===== config.mk =====
export PLATFORM = sky130hd
export DESIGN_NAME = entry_seq
export DESIGN_NICKNAME = d
export VERILOG_FILES = /design/src/rtl/entry_seq_pkg.sv /design/src/rtl/entry_fsm.sv /design/src/rtl/entry_flags.sv /design/src/rtl/entry_seq.sv
export SDC_FILE = /design/constraint.sdc
export NUM_CORES = 1
export LEC_CHECK = 0
export BUFFER_PORTS_ARGS = -buffer_cell sky130_fd_sc_hd__buf_2
export CAP_MARGIN = 5
export CORE_MARGIN = 5
export CORE_UTILIZATION = 43
export DETAILED_ROUTE_END_ITERATION = 8
export PLACE_DENSITY = 0.72
export REMOVE_ABC_BUFFERS = 1
export SYNTH_ARGS = -nofsm -noshare
export SYNTH_HDL_FRONTEND = slang
export SYNTH_HIERARCHICAL = 1
export SYNTH_SLANG_ARGS = --single-unit
export TNS_END_PERCENT = 1

===== constraint.sdc =====
create_clock -name clk -period 5.3 [get_ports clk]
set_clock_uncertainty 0.2 [all_clocks]
set_input_delay 0.53 -clock clk [delete_from_list [all_inputs] [get_ports clk]]
set_output_delay 0.53 -clock clk [all_outputs]
set_load 0.005 [all_outputs]

===== src/rtl/entry_seq_pkg.sv =====
package entry_seq_pkg;
  typedef enum logic [2:0] {
    ST_FETCH = 3'd0,
    ST_EXEC  = 3'd1,
    ST_SAVE  = 3'd2,
    ST_VEC   = 3'd3,
    ST_HALT  = 3'd4
  } seq_state_e;
endpackage


===== src/rtl/entry_fsm.sv =====
module entry_fsm
  import entry_seq_pkg::*;
(
  input  logic       clk,
  input  logic       rst_n,
  input  logic       irq,
  input  logic       ien,
  input  logic       halt,
  output seq_state_e state,
  output logic       take_irq
);
  seq_state_e state_nx;

  // Interrupt is sampled only on the edge that ends a fetch
  assign take_irq = (state == ST_FETCH) && irq && ien;

  always_comb begin
    state_nx = state;
    case (state)
      ST_FETCH: state_nx = take_irq ? ST_SAVE : ST_EXEC;
      ST_EXEC:  state_nx = halt ? ST_HALT : ST_FETCH;
      ST_SAVE:  state_nx = ST_VEC;
      ST_VEC:   state_nx = ST_FETCH;
      ST_HALT:  state_nx = ST_HALT;
      default:  state_nx = ST_FETCH;
    endcase
  end

  always_ff @(posedge clk or negedge rst_n) begin
    if (!rst_n) state <= ST_FETCH;
    else        state <= state_nx;
  end

  // the entry runs save then vector then refetch without a gap
  assert_entry_order_R6: assert property (@(posedge clk) disable iff (!rst_n)
    (state == ST_SAVE) |=> (state == ST_VEC));
  assert_vec_refetch_R6: assert property (@(posedge clk) disable iff (!rst_n)
    (state == ST_VEC) |=> (state == ST_FETCH));
  assert_halt_sticks_R9: assert property (@(posedge clk) disable iff (!rst_n)
    (state == ST_HALT) |=> (state == ST_HALT));
endmodule


===== src/rtl/entry_flags.sv =====
module entry_flags (
  input  logic clk,
  input  logic rst_n,
  input  logic take_irq,
  input  logic ien_set,
  input  logic trap_hit,
  output logic ien,
  output logic sup_mode
);
  logic ien_nx, mode_nx;
  logic ien_en, mode_en;

  always_comb begin
    ien_en  = take_irq || ien_set;
    ien_nx  = !take_irq;
    mode_en = trap_hit;
    mode_nx = 1'b1;
  end

  always_ff @(posedge clk or negedge rst_n) begin
    if (!rst_n) begin
      ien      <= 1'b0;
      sup_mode <= 1'b0;
    end else begin
      if (ien_en)  ien      <= ien_nx;
      if (mode_en) sup_mode <= mode_nx;
    end
  end

  assert_take_clears_ien_R4: assert property (@(posedge clk) disable iff (!rst_n)
    take_irq |=> !ien);
  assert_set_arms_R10: assert property (@(posedge clk) disable iff (!rst_n)
    (ien_set && !take_irq) |=> ien);
  assert_trap_mode_R7: assert property (@(posedge clk) disable iff (!rst_n)
    trap_hit |=> sup_mode);
endmodule


===== src/rtl/entry_seq.sv =====
module entry_seq
  import entry_seq_pkg::*;
#(
  parameter int AW         = 12,
  parameter int DW         = 16,
  parameter int TNW        = 4,
  parameter int START_ADDR = 16,
  parameter int STEP       = 1,
  parameter int SAVE_ADDR  = 0,
  parameter int VEC_ADDR   = 1,
  parameter int TRAP_BASE  = 1000,
  parameter int TRAP_CNT   = 8
) (
  input  logic           clk,
  input  logic           rst_n,
  input  logic           irq,
  input  logic           ien_set,
  input  logic           trap_stb,
  input  logic [TNW-1:0] trap_num,
  input  logic           halt,
  output logic [AW-1:0]  mem_addr,
  output logic           mem_we,
  output logic [DW-1:0]  mem_wdata,
  input  logic [DW-1:0]  mem_rdata,
  output logic [AW-1:0]  pc,
  output logic [DW-1:0]  ir,
  output logic           ien,
  output logic           sup_mode
);
  localparam logic [AW-1:0] PC_RST   = AW'(START_ADDR);
  localparam logic [AW-1:0] PC_STEP  = AW'(STEP);
  localparam logic [AW-1:0] SAVE_W   = AW'(SAVE_ADDR);
  localparam logic [AW-1:0] VEC_W    = AW'(VEC_ADDR);
  localparam logic [AW-1:0] TBL_BASE = AW'(TRAP_BASE);

  seq_state_e     state;
  logic           take_irq;
  logic           trap_ok, trap_hit;
  logic [AW-1:0]  pc_nx, rd_addr;
  logic           pc_en, ir_en;

  assign rd_addr  = mem_rdata[AW-1:0];
  assign trap_ok  = (trap_num != '0) && (int'(trap_num) <= TRAP_CNT);
  assign trap_hit = (state == ST_EXEC) && !halt && trap_stb && trap_ok;

  entry_fsm u_fsm (
    .clk      (clk),
    .rst_n    (rst_n),
    .irq      (irq),
    .ien      (ien),
    .halt     (halt),
    .state    (state),
    .take_irq (take_irq)
  );

  entry_flags u_flags (
    .clk      (clk),
    .rst_n    (rst_n),
    .take_irq (take_irq),
    .ien_set  (ien_set),
    .trap_hit (trap_hit),
    .ien      (ien),
    .sup_mode (sup_mode)
  );

  // Memory port: one access per state
  always_comb begin
    mem_addr  = pc;
    mem_we    = 1'b0;
    mem_wdata = '0;
    case (state)
      ST_EXEC: if (trap_hit) mem_addr = TBL_BASE + AW'(trap_num);
      ST_SAVE: begin
        mem_addr  = SAVE_W;
        mem_we    = 1'b1;
        mem_wdata = DW'(pc);
      end
      ST_VEC:  mem_addr = VEC_W;
      default: mem_addr = pc;
    endcase
  end

  // Program counter and instruction register next values
  always_comb begin
    pc_en = 1'b0;
    pc_nx = pc;
    ir_en = (state == ST_FETCH);
    case (state)
      ST_EXEC: if (!halt) begin
        pc_en = 1'b1;
        pc_nx = trap_hit ? rd_addr : pc + PC_STEP;
      end
      ST_VEC: begin
        pc_en = 1'b1;
        pc_nx = rd_addr;
      end
      default: pc_en = 1'b0;
    endcase
  end

  always_ff @(posedge clk or negedge rst_n) begin
    if (!rst_n) begin
      pc <= PC_RST;
      ir <= '0;
    end else begin
      if (pc_en) pc <= pc_nx;
      if (ir_en) ir <= mem_rdata;
    end
  end

  assert_save_pc_R5: assert property (@(posedge clk) disable iff (!rst_n)
    take_irq |=> (mem_we && mem_addr == SAVE_W && mem_wdata == DW'($past(pc))));
  assert_vector_load_R6: assert property (@(posedge clk) disable iff (!rst_n)
    (state == ST_VEC) |=> (pc == $past(rd_addr)));
  assert_trap_entry_R7: assert property (@(posedge clk) disable iff (!rst_n)
    trap_hit |=> (sup_mode && pc == $past(rd_addr)));
  assert_advance_R2: assert property (@(posedge clk) disable iff (!rst_n)
    (state == ST_EXEC && !halt && !trap_hit) |=> (pc == $past(pc) + PC_STEP));
  assert_bad_trap_R8: assert property (@(posedge clk) disable iff (!rst_n)
    (state == ST_EXEC && !halt && trap_stb && !trap_ok) |=> $stable(sup_mode));
  assert_halt_hold_R9: assert property (@(posedge clk) disable iff (!rst_n)
    (state == ST_HALT) |=> ($stable(pc) && $stable(ir) && !mem_we));
  assert_irq_gate_R3: assert property (@(posedge clk) disable iff (!rst_n)
    (state == ST_FETCH && !(irq && ien)) |=> !mem_we);
endmodule


; Word-level counts from Yosys, hierarchy flattened
; Index checks and enable logic that the tools add are counted.
[op_classes]
addsub = 2
multipliers = 0
div_mod_pow = 0
order_cmp = 1
eq_ne = 5
n_shift = 0
mux = 12
bitwise = 0
n_reduce_logical = 13
[ops]
columns = operator, count
row1 = two-way mux 12 bit, 4
row2 = case mux 12 bit (3 select lines), 1
row3 = case mux 12 bit (2 select lines), 1
row4 = adder 12 x 1 -> 12 bit (second input constant), 1
row5 = case mux 3 bit (4 select lines), 1
row6 = adder 10 x 4 -> 11 bit (first input constant), 1
row7 = == test 3 x 2 -> 1 bit (second input constant), 2
row8 = logical AND 1 bit, 6
row9 = <= comparator 4 bit (second input constant), 1
row10 = nonzero test 4 bit, 1
row11 = == test 3 x 1 -> 1 bit (second input constant), 1
row12 = == test 3 bit (second input constant), 1
row13 = logical NOT 3 bit, 1
row14 = two-way mux 3 bit, 1
row15 = AND reduction 3 bit, 1
row16 = logical NOT 1 bit, 2
row17 = two-way mux 1 bit, 2
row18 = two-way mux 2 bit, 1
row19 = inequality test 2 bit (second input constant), 1
row20 = case mux 1 bit (2 select lines), 1
row21 = nonzero test 2 bit, 1
row22 = logical OR 1 bit, 1
[totals]
register_bits = 33
latchBits = 0
mem_bits_rw = 0
mem_bits_ro = 0
inputBits = 26
out_inout_bits = 59
elab_cells = 38
n_memories = 0

; Logic depth before layout (Yosys ltp)
; Gate-level depths: netlist of the first run.
[depth]
depth_word = 7
ltp_mapped = 8
depth_no_buf = 6

; By module
; Netlist of the first run, hierarchy kept.
[modules_own_cells]
columns = mod, instances, cells_per_inst, area_per_inst_um2, seq_area_each_um2
row1 = entry_seq, 1, 179, 1719.1, 701.9
row2 = entry_fsm, 1, 12, 135.1, 75.1
row3 = entry_flags, 1, 4, 66.3, 50.0

; Worst setup path after synthesis of the first run
; No wires, ideal clock.
[synth_path]
path_type = input to output
start = input port trap_num[0]
end = output port mem_addr[0]
arrival_time_ps = 1678
required_time_ps = 4570
path_slack_ps = 2892
stages = 6
path_buffers = 1
path_cell_list = or4_1 nand4_2 buf_2 nor2_1 a21oi_1 o32a_1
[synth_via]
elab_chain_len = 5
elab_cells_between_ends = 7
classes_between = add/sub (1) / order compare (1) / mux (2) / reduce/logical (3)
[synth_lines]
columns = item, line_no
row1 = from (decl), entry_seq.sv:19  ; input logic [TNW-1:0] trap_num,
row2 = "parallel branches: the longest is 3 deep, another holds adder 10 x 4 -> 11 bit", n/a
row3 = two-way mux 12 bit *, entry_seq.sv:72  ; ST_EXEC: if (trap_hit) mem_addr = TBL_BASE + AW'(trap_num);
row4 = case mux 12 bit (3 select lines) *, entry_seq.sv:71  ; case (state)
row5 = to (decl), entry_seq.sv:21  ; output logic [AW-1:0] mem_addr,
; Mark *: on every way between the ends.

; Final worst setup path of the first run
[layout_path]
start = register u_fsm.state[1]
end = output port mem_addr[1]
[layout_via]
elab_chain_len = 6
elab_cells_between_ends = 8
classes_between = eq/ne (3) / mux (2) / reduce/logical (3)
[layout_lines]
columns = item, line_no
row1 = from (decl), entry_fsm.sv:9  ; output seq_state_e state,
row2 = from (signal assigned), entry_fsm.sv:31  ; else state <= state_nx;
row3 = == test 3 x 1 -> 1 bit, entry_seq.sv:44  ; assign trap_hit = (state == ST_EXEC) && !halt && trap_stb && trap_ok;
row4 = logical AND 1 bit (3 in series), entry_seq.sv:44
row5 = named net trap_hit, entry_seq.sv:38  ; logic trap_ok, trap_hit;
row6 = two-way mux 12 bit, entry_seq.sv:72
row7 = case mux 12 bit (3 select lines), entry_seq.sv:71
; The timed path passes the listed nets, and every way through them passes these cells.

==> results of run 1 <==
-- routing by layer --
layer,track usage [%],vias up
met3,5.97,10
met4,5.42,0
li1,-,866
met2,27.8,71
met1,22.3,880
met5,0,-
-- cells in the final DEF, fill, tap and decap left out, types with 4 or more instances in the layout --
| cell type | instances |
|---|---|
| nand4_1 | 4 |
| inv_1 | 6 |
| and3_1 | 14 |
| clkbuf_8 | 5 |
| nand2_1 | 20 |
| o21ai_0 | 10 |
| a21oi_1 | 8 |
| nor2_1 | 4 |
| nand3_1 | 6 |
| conb_1 | 4 |
| dfrtp_1 | 32 |
| buf_2 | 80 |
| nor3_1 | 4 |
| mux2_2 | 16 |
| a2bb2oi_1 | 4 |
-- cells by family after synthesis --
family                   after synthesis  share of synthesized area, %
multiplexers                          19                          10.9
other                                  1                         0.195
adder cells (fa/ha/maj)                1                         0.651
AND/OR/NAND/NOR                       74                          22.2
buffers and inverters                 22                          6.38
AO/OA/AOI/OAI                         45                          16.5
flip-flops                            33                          43.1
-- final cells by class --
| cell class | instances | area, sq um | share of cell area (%) |
|---|---|---|---|
| Clock buffer | 5 | 68.8 | 2.84 |
| Clock inverter | 3 | 46.3 | 1.91 |
| Inverter | 6 | 22.5 | 0.931 |
| Multi-Input combinational cell | 143 | 982 | 40.6 |
| Sequential cell | 33 | 827 | 34.2 |
| Tap cell | 52 | 65.1 | 2.69 |
| Timing Repair Buffer | 81 | 408 | 16.9 |
-- state kept, by name, summed over array words and instances, names as in the netlist --
register,count
ir,16
pc,12
u_fsm/state,3
u_flags/ien,1
u_flags/sup_mode,1
-- how the worst max path moves through the flow --
stage,startpoint,endpoint,slack [ns]
detailed placement,trap_num[0],mem_addr[1],2.41
floorplan,trap_num[0],mem_addr[1],2.81
CTS,u_fsm/state[1],mem_addr[1],2.29
finish,u_fsm/state[1],mem_addr[1],2.28
global route,u_fsm/state[1],mem_addr[1],2.08
global placement,trap_num[0],mem_addr[1],2.50
-- worst reg2reg max path, cell delays in order, from the launching register on --
cell	delay [ns]
dfrtp_1	0.66
nor2b_1	0.60
nand2_1	0.27
nand2_1	0.38
o21ai_0	0.16
a211o_1	0.32
-- Yosys cell counts, drive strengths merged, types with 2 or more instances --
master	instances
dfrtp	32
nand2	20
mux2	16
and3	14
buf	13
o21ai	11
a21oi	9
inv	6
nand3	6
nand4	5
nor3	5
a2bb2oi	4
and2	4
nor2	4
a22oi	3
and4	3
clkbuf	3
mux2i	3
o21a	3
a22o	2
a311oi	2
nand2b	2
nor2b	2
nor4b	2
o22a	2
or4	2
-- power groups by stage --
stage	Combinational [mW]	Sequential [mW]	Clock [mW]
after floorplan	0.00736	0.258	0
after CTS	0.0272	0.254	0.247
final	0.0269	0.254	0.239
after global placement	0.0267	0.259	0
after detailed placement	0.0270	0.259	0
after global routing	0.0303	0.254	0.259
-- through the flow --
| step | setup slack, ns | power (mW) | utilization [%] |
|---|---|---|---|
| floorplan | 2.81 | 0.266 | - |
| global placement | 2.50 | 0.286 | 52.9 |
| detailed placement | 2.41 | 0.286 | 52.9 |
| CTS | 2.29 | 0.528 | 55.6 |
| global route | 2.08 | 0.544 | 55.6 |
| finish | 2.28 | 0.520 | 55.6 |
==> out/summary.txt, run 1 <==
Status = complete, no violations
Post-synthesis cell count = 195
Design area = 0.00242 sq mm
Ports = 85
Uppermost routed layer = met4
Layout Cells excl Fill = 323
Combinational power share = 5.2%
Cell variety after synth = 52
Slew Viols, Final = 0
Placed inst area = 0.00230 sq mm
Clock H-tree levels = 2
Max cap viols = 0
Routed WL = 5.15 mm
Via Count = 1827
DIE AREA = 0.00590 sq mm
Clock buffer count from CTS = 5
Iter 0 DRT Violations = 118
Worst vdd ir = 0.160 mV
WS Path Type = flop to output pin
Met2 wire length = 2.46 mm
Ant diodes = 0
Crit Path Max Fanout = 15
Core ar. = 0.00435 sq mm
Main synth FF type = dfrtp_1
Worst min path class = input pin to asynchronous set/reset pin
Sequential share of power = 48.9%
Ys async rst share = 100%
Fin nets = 297
Aggregate global routing overflow = 0
Critical Path Source Type = flop
Drt pass-1 iters = 4
Fill cells = 414
Routability Congestion = 0.862
Routed wl met3 = 380 um
Worst skew pair latency = 0.29 ns
Critical path depth = 6
Fmax = 331 MHz
Flop-to-flop setup slack = 2.61 ns
Detail Route Antenna Nets = 0
Max incr delay on CP = 0.56 ns
PwrDens = 215 mW/mm^2
Synthesized flop and latch total = 33
Die height = 76.8 um
Synthesized area = 0.00192 sq mm
Net Switching = 115 uW
Worst R2R Path Depth = 5
Yosys top cell by area = dfrtp_1
Critical-path cell list = nor3b_1 -> nand4_2 -> inv_1 -> o21bai_1 -> a22o_1 -> buf_2
CP max-delay cell = dfrtp_1
P_leak = 1.38 nW
Register area share after synthesis = 43.1%
Launch point of the worst reg-to-reg path = u_fsm/state[1]
Largest net degree at the start of global routing = 34
Hold Slack = 0.106 ns
Final hold violations = 0
Slew HR = 48.6%
EDFF count, synth = 0
CTS root buffer = clkbuf_8
Synth Area per Inst = 9.85 sq um
CTS tree = built
Routed len/inst = 16.0 um
Worst Path Arrival = 2.29 ns
Clock share of power = 46.0%
CP Buf/Inv Count = 2
Row count = 24
Min cycle time layout = 3.02 ns
Ys Warns = 6
Fraction of layout cells with a size suffix above 1 = 41.7%
Clock buffer depth = 2
Clock tree sinks = 33
Port-buffer cells = 80
Synth top area cells = dfrtp_1, mux2_2, and3_1
Drc violations = 0
Clock Pin Slew Worst Setup and Hold Paths = 0.07 ns
Die extent in x = 76.8 um
First-pass GRT wire length = 8.47 mm
Internal power = 405 uW
Post-DP HPWL = 3.71 mm
Switch share = 22.2%
Antenna violations before repair = 0
Pin slew with the least headroom to its limit = 0.765 ns
Setup violators final = 0
Hold_buf cts = 0
CP endpoint kind = output pin
Placed Cells = 315
Starting density of the core = 44.1%
Critical path's top delay family = simple AND/OR/NAND/NOR gates
Final Cycle Share = 57.1%
Crit Reg-Reg Endpoint = pc[6]
Synth-to-Final Area Change = 26.0%
Drt via density = 5.66
Postcts setup bufs = 0
Gr usage total = 17.5%
RSZ-0062 raised after global routing = false
Vias in the first global route = 1749
Post_cts resized = 0
Yosys top cell area share = 41.7%
Met1 WL = 2.23 mm
Setup TNS Final = 0 ns
Crit path required time = 4.57 ns
Power figures use the tool's default switching activity.
==> run 2: changes to the inputs <==
--- a/config.mk
+++ b/config.mk
@@ -10,7 +10,7 @@
 export CORE_MARGIN = 5
 export CORE_UTILIZATION = 43
 export DETAILED_ROUTE_END_ITERATION = 8
-export PLACE_DENSITY = 0.72
+export PLACE_DENSITY = 0.75
 export REMOVE_ABC_BUFFERS = 1
 export SYNTH_ARGS = -nofsm -noshare
 export SYNTH_HDL_FRONTEND = slang
==> constraint.sdc (replaced) <==
create_clock -name clk -period 2.64 [get_ports clk]
set_clock_uncertainty 0.2 [all_clocks]
set_input_delay 0.264 -clock clk [delete_from_list [all_inputs] [get_ports clk]]
set_output_delay 0.264 -clock clk [all_outputs]
set_load 0.005 [all_outputs]
==> run 2 against run 1 <==
  * Non-clock buffer count up 7
  * Wire length rose by 6.4%
  * Combinational power is 110% higher
  * Core utilization grew 1.1 points
  * Clock power grew 62%
  * Die area stayed put
  * Power increased by 84%
  * Register-to-register slack worse by 2.4 ns
  * Critical path depth decreased by 1
  * Worst hold slack got worse by 0.088 ns
  * Critical path type is now flop to flop
  * Largest power group unchanged
==> out/summary.txt, run 2 (same netlist as run 1, synthesis figures left out) <==
Critical Path Source Type = flop (unchanged)
Fin nets = 304 (was 297)
Routed WL = 5.49 mm (was 5.15 mm)
Pin slew with the least headroom to its limit = 0.752 ns (was 0.765 ns)
Slew Viols, Final = 0 (unchanged)
Hold Slack = 0.0183 ns (was 0.106 ns)
Clock buffer depth = 2 (unchanged)
Clock H-tree levels = 2 (unchanged)
Final WS setup = 0.254 ns (was 2.28 ns)
Design area = 0.00247 sq mm (was 0.00242 sq mm)
Sequential share of power = 53.4% (was 48.9%)
Combinational power share = 6.0% (was 5.2%)
Final hold violations = 0 (unchanged)
Fill cells = 409 (was 414)
Drc violations = 0 (unchanged)
Row count = 24 (unchanged)
Largest register FFs = 16 (unchanged)
Aggregate global routing overflow = 0 (unchanged)
Setup violators final = 0 (unchanged)
Final Cycle Share = 90.4%
Post-DP HPWL = 4.08 mm (was 3.71 mm)
Clock tree sinks = 33 (unchanged)
First-pass GRT wire length = 9.10 mm (was 8.47 mm)
Largest net degree at the start of global routing = 34 (unchanged)
CP max-delay cell = nor2b_1 (was dfrtp_1)
Largest regs = ir x16, pc x12, u_fsm/state x3 (unchanged)
Fmax = 419 MHz
Net Switching = 216 uW (was 115 uW)
Setup TNS Final = 0 ns (unchanged)
Worst skew pair latency = 0.28 ns (was 0.29 ns)
Port-buffer cells = 80 (unchanged)
Routability Congestion = 0.855 (was 0.862)
Worst Path Arrival = 2.35 ns (was 2.29 ns)
Power Total = 955 uW (was 520 uW)
CP Buf/Inv Count = 0 (was 2)
Most common cell after layout, fill and taps aside = buf_2 (unchanged)
Status = complete, no violations (unchanged)
Most used cell, CP = nand2_1
Postcts setup bufs = 0 (unchanged)
Synth-to-Final Area Change = 28.5% (was 26.0%)
PwrDens = 387 mW/mm^2 (was 215 mW/mm^2)
Max incr delay on CP = 0.50 ns (was 0.56 ns)
Critical path's top delay family = simple AND/OR/NAND/NOR gates (unchanged)
Commonest non-fill, non-tap cells in the layout = buf_2, dfrtp_1, nand2_1 (unchanged)
Crit path required time = 2.60 ns (was 4.57 ns)
Launch point of the worst reg-to-reg path = u_fsm/state[2] (was u_fsm/state[1])
RSZ-0062 raised after global routing = false (unchanged)
Die extent in x = 76.8 um (unchanged)
DP Worst Slack = 0.279 ns (was 2.41 ns)
Clock share of power = 40.6% (was 46.0%)
Ant diodes = 0 (unchanged)
Gr usage total = 18.8% (was 17.5%)
Internal power = 738 uW (was 405 uW)
Drt pass-1 iters = 4 (unchanged)
Via Count = 1835 (was 1827)
Antenna violations before repair = 0 (unchanged)
Critical-path cell list = nor2b_1 -> nand2_1 -> nand2_1 -> o21ai_0 -> a211o_1 (was nor3b_1 -> nand4_2 -> inv_1 -> o21bai_1 -> a22o_1 -> buf_2)
Iter 0 DRT Violations = 135 (was 118)
Reg area = 827 sq um (unchanged)
P_leak = 1.41 nW (was 1.38 nW)
Clock buffer count from CTS = 5 (unchanged)
Max cap viols = 0 (unchanged)
HP Start = mem_rdata[12]
Starting density of the core = 44.1% (unchanged)
Top reg by flops = ir (unchanged)
CTS tree = built (unchanged)
Die height = 76.8 um (unchanged)
Ports = 85 (unchanged)
CTS root buffer = clkbuf_8 (unchanged)
Slew HR = 49.9% (was 48.6%)
Fraction of layout cells with a size suffix above 1 = 43.3% (was 41.7%)
Placed inst area = 0.00235 sq mm (was 0.00230 sq mm)
DIE AREA = 0.00590 sq mm (unchanged)
Clock Pin Slew Worst Setup and Hold Paths = 0.07 ns (about the same)
Core ar. = 0.00435 sq mm (unchanged)
CP endpoint kind = flop (was output pin)
Vias in the first global route = 1871 (was 1749)
Worst Setup SP = u_fsm/state[2] (was u_fsm/state[1])
Area occupied by multi-input gates = 0.00100 sq mm (was 982 sq um)
Min cycle time layout = 2.39 ns
WS Path Type = flop to flop (was flop to output pin)
Worst vdd ir = 0.258 mV (was 0.160 mV)
Drt via density = 5.58 (was 5.66)
Routed len/inst = 16.7 um (was 16.0 um)
Detail Route Antenna Nets = 0 (unchanged)
Worst min path class = input pin to flop (was input pin to asynchronous set/reset pin)
Crit Path Max Fanout = 12 (was 15)
Switch share = 22.7% (was 22.2%)
-- run 2: power groups by stage --
stage,clock network (mW),registers [mW],logic (mW)
detailed placement,0,0.520,0.0554
CTS,0.397,0.510,0.0567
finish,0.388,0.510,0.0571
global placement,0,0.520,0.0542
global route,0.422,0.510,0.0653
floorplan,0,0.519,0.0148
-- run 2: repair_timing --
action                                  CTS  global route
endpoints found under the setup margin    0             6
gates resized for setup                   0             4
hold buffers                              1             0
endpoints found under the hold margin    32             0
-- run 2: layer usage --
metal	vias up	GRT usage, %	share of wire, %
met5	-	0	0
met1	857	24.3	42
met4	0	6.99	0.95
met3	6	3.86	8.2
met2	94	30.9	48
li1	878	-	-
-- run 2: stage by stage --
stage	instances	utilization, %
floorplan	182	-
global placement	321	54.0
detailed placement	321	54.0
CTS	329	56.2
global route	329	56.7
finish	329	56.7
-- run 2: worst paths after layout --
path / slack, ns / cells past startpoint / end
worst max-delay path: 0.25 / 5 / pc[6]
worst min-delay path: 0.02 / 2 / ir[12]
worst max register to register: 0.25 / 5 / pc[6]
worst min register to register: 0.27 / 1 / u_flags/sup_mode
max in group asynchronous: 1.35 / 2 / pc[3]
min in group asynchronous: 0.40 / 2 / pc[0]
-- run 2: cell type report --
| cell class | count | share of cell area [%] |
|---|---|---|
| Clock buffer | 7 | 3.50 |
| Inverter | 6 | 0.912 |
| Multi-Input combinational cell | 143 | 40.7 |
| Sequential cell | 33 | 33.5 |
| Tap cell | 52 | 2.64 |
| Timing Repair Buffer | 88 | 18.8 |
==> run 3: changes to the inputs <==
--- a/config.mk
+++ b/config.mk
@@ -5,12 +5,13 @@
 export SDC_FILE = /design/constraint.sdc
 export NUM_CORES = 1
 export LEC_CHECK = 0
+export ABC_AREA = 1
 export BUFFER_PORTS_ARGS = -buffer_cell sky130_fd_sc_hd__buf_2
 export CAP_MARGIN = 5
 export CORE_MARGIN = 5
 export CORE_UTILIZATION = 43
 export DETAILED_ROUTE_END_ITERATION = 8
-export PLACE_DENSITY = 0.75
+export PLACE_DENSITY = 0.74
 export REMOVE_ABC_BUFFERS = 1
 export SYNTH_ARGS = -nofsm -noshare
 export SYNTH_HDL_FRONTEND = slang
==> run 3 against run 2 <==
  * Critical path depth increased by 4
  * Die area rose by 4.9%
  * Maximum frequency rose by 3.7%
  * Highest routed layer unchanged
  * Cell count increased by 30%
  * Critical path type is now flop to output pin
  * Largest power group is now combinational cells
  * First-iteration DRC count shrank 28%
  * Sequential power rose by 98%
  * Sequential share of layout area down 0.99 points
  * Via count up 16%
  * Final area grew 3.0%
==> out/summary.txt, run 3 <==
Status = complete, no violations (unchanged)
Worst min path class = input pin to flop (unchanged)
Port-buffer cells = 80 (unchanged)
Min cycle time layout = 2.30 ns (was 2.39 ns)
Via Count = 2136 (was 1835)
Ys async rst share = 100% (unchanged)
Crit path required time = 2.18 ns (was 2.60 ns)
Post_cts resized = 0 (unchanged)
First-pass GRT wire length = 9.06 mm (was 9.10 mm)
DIE AREA = 0.00619 sq mm (was 0.00590 sq mm)
Commonest non-fill, non-tap cells in the layout = nand2_1, buf_2, inv_1 (was buf_2, dfrtp_1, nand2_1)
Row count = 25 (was 24)
Largest regs = ir x16, pc x12, u_fsm/state x3 (unchanged)
Synth-to-Final Area Change = 25.4% (was 28.5%)
Synthesized flop and latch total = 33 (unchanged)
Largest register FFs = 16 (unchanged)
Post-DP HPWL = 4.26 mm (was 4.08 mm)
Synth Area per Inst = 6.92 sq um (was 9.85 sq um)
Die extent in x = 78.7 um (was 76.8 um)
PwrDens = 1190 mW/mm^2 (was 387 mW/mm^2)
Aggregate global routing overflow = 0 (unchanged)
Yosys top cell area share = 39.5% (was 41.7%)
Worst vdd ir = 0.475 mV (was 0.258 mV)
Clock H-tree levels = 2 (unchanged)
Design area = 0.00254 sq mm (was 0.00247 sq mm)
P_leak = 1.49 nW (was 1.41 nW)
Setup TNS Final = 0 ns (unchanged)
CP max-delay cell = dfrtp_1 (was nor2b_1)
Hold Slack = 0.00864 ns (was 0.0183 ns)
RSZ-0062 raised after global routing = false (unchanged)
Cell variety after synth = 31 (was 52)
Clock tree sinks = 33 (unchanged)
Layout Cells excl Fill = 429 (was 329)
CTS root buffer = clkbuf_8 (unchanged)
Worst skew pair latency = 0.28 ns (about the same)
Largest net degree at the start of global routing = 34 (unchanged)
Clock Pin Slew Worst Setup and Hold Paths = 0.07 ns (about the same)
Setup violators final = 0 (unchanged)
Worst Path Arrival = 1.84 ns (was 2.35 ns)
Most common cell after layout, fill and taps aside = nand2_1 (was buf_2)
Fmax = 435 MHz (was 419 MHz)
CTS tree = built (unchanged)
Synth top area cells = dfrtp_1, nand2_1, inv_1 (was dfrtp_1, mux2_2, and3_1)
Main synth FF type = dfrtp_1 (unchanged)
Slew HR = 49.4% (was 49.9%)
Antenna violations before repair = 0 (unchanged)
Clock buffer count from CTS = 5 (unchanged)
CP endpoint kind = output pin (was flop)
Fin nets = 401 (was 304)
Top reg by flops = ir (unchanged)
Post-synthesis cell count = 293 (was 195)
Drc violations = 0 (unchanged)
Clock buffer depth = 2 (unchanged)
Final Cycle Share = 87.1% (was 90.4%)
Max cap viols = 0 (unchanged)
Ant diodes = 0 (unchanged)
Max incr delay on CP = 0.47 ns (was 0.50 ns)
Slew Viols, Final = 0 (unchanged)
Vias in the first global route = 1975 (was 1871)
Ports = 85 (unchanged)
EDFF count, synth = 0 (unchanged)
Routed len/inst = 13.0 um (was 16.7 um)
Ys Warns = 6 (unchanged)
Die height = 78.7 um (was 76.8 um)
Gr usage total = 18.5% (was 18.8%)
Drt pass-1 iters = 6 (was 4)
Routability Congestion = 0.881 (was 0.855)
Fraction of layout cells with a size suffix above 1 = 27.5% (was 43.3%)
Iter 0 DRT Violations = 97 (was 135)
Critical Path Source Type = flop (unchanged)
Detail Route Antenna Nets = 0 (unchanged)
WS Path Type = flop to output pin (was flop to flop)
Final Core Density = 54.6% (was 56.7%)
Critical-path cell list = nor2_2 -> nand3_2 -> nor2_2 -> nand2_4 -> a21boi_4 -> nand2_1 -> nand2_1 -> inv_1 -> buf_2 (was nor2b_1 -> nand2_1 -> nand2_1 -> o21ai_0 -> a211o_1)
Pin slew with the least headroom to its limit = 0.759 ns (was 0.752 ns)
Synthesized area = 0.00203 sq mm (was 0.00192 sq mm)
Placed Cells = 420 (was 321)
Most numerous cell in the Yosys netlist = nand2_1 (was dfrtp_1)
Drt via density = 4.98 (was 5.58)
Yosys top cell by area = dfrtp_1 (unchanged)
Crit Path Max Fanout = 16 (was 12)
Placed inst area = 0.00244 sq mm (was 0.00235 sq mm)
Core ar. = 0.00466 sq mm (was 0.00435 sq mm)
Register area share after synthesis = 40.8% (was 43.1%)
Starting density of the core = 43.5% (was 44.1%)
Final hold violations = 0 (unchanged)
Postcts setup bufs = 0 (unchanged)
Commonest cells in the netlist = nand2_1, inv_1, dfrtp_1, nor2_1, nand3_1 (was dfrtp_1, nand2_1, mux2_2, and3_1, o21ai_0)
Routed WL = 5.58 mm (was 5.49 mm)
-- run 3: repair_timing --
| action | CTS | global route |
|---|---|---|
| endpoints found under the setup margin | 0 | 0 |
| hold buffers | 1 | 0 |
| endpoints found under the hold margin | 32 | 0 |
-- run 3: per-stage QoR --
stage | worst slack, ns | total power [mW]
floorplan | 0.823 | 1.94
global placement | 0.688 | 2.60
detailed placement | 0.639 | 2.65
CTS | 0.327 | 3.05
global route | 0.145 | 3.33
finish | 0.340 | 3.02
-- run 3: critical path: cells and delay by family, from the launching register on --
family	cells	cell delay, ns
AO/OA/AOI/OAI	1	0.23
buffers and inverters	2	0.15
flip-flops	1	0.47
AND/OR/NAND/NOR	6	0.71
-- run 3: final timing paths --
| path | startpoint | end | slack (ns) | cells past startpoint |
|---|---|---|---|---|
| worst max-delay path | u_fsm/state[2] | mem_addr[0] | 0.34 | 9 |
| max in group asynchronous | rst_n | u_fsm/state[0] | 1.36 | 2 |
| worst max register to register | u_fsm/state[2] | pc[5] | 0.71 | 6 |
| worst min register to register | u_flags/sup_mode | u_flags/sup_mode | 0.27 | 1 |
| worst min-delay path | mem_rdata[13] | ir[13] | 0.009 | 2 |
| min in group asynchronous | rst_n | ir[10] | 0.39 | 2 |
-- run 3: logic make-up after synthesis --
logic type,count (synthesis),share of synthesized area (%)
mux,4,2.22
simple gates,172,36.3
flops,33,40.8
buf+inv,54,11.7
compound gates,25,6.91
fa+ha+maj,1,0.617
other cells,1,0.185
xor+xnor,3,1.30
-- run 3: metal layers --
layer	up-vias	GRT usage, %	part of all wire [%]
li1	1063	-	-
met1	982	24.3	44
met2	83	29.4	47
met3	8	4.82	7.8
met4	0	6.12	1.3
met5	-	0	0
-- run 3: layout make-up --
class                      count  area (sq um)
fill                         480          2120
multi-input combinational    209           976
sequential                    33           827
timing repair buffer          83           425
inverter                      42           158
clock buffer                   8          90.1
tap                           54          67.6
-- run 3: power by group --
| group | total [mW] | leakage [nW] | switching, mW | internal (mW) |
|---|---|---|---|---|
| registers | 1.01 | 0.401 | 0.245 | 0.762 |
| logic | 1.63 | 1.05 | 0.949 | 0.677 |
| clock network | 0.389 | 0.0455 | 0.176 | 0.213 |
| total | 3.02 | 1.49 | 1.37 | 1.65 |
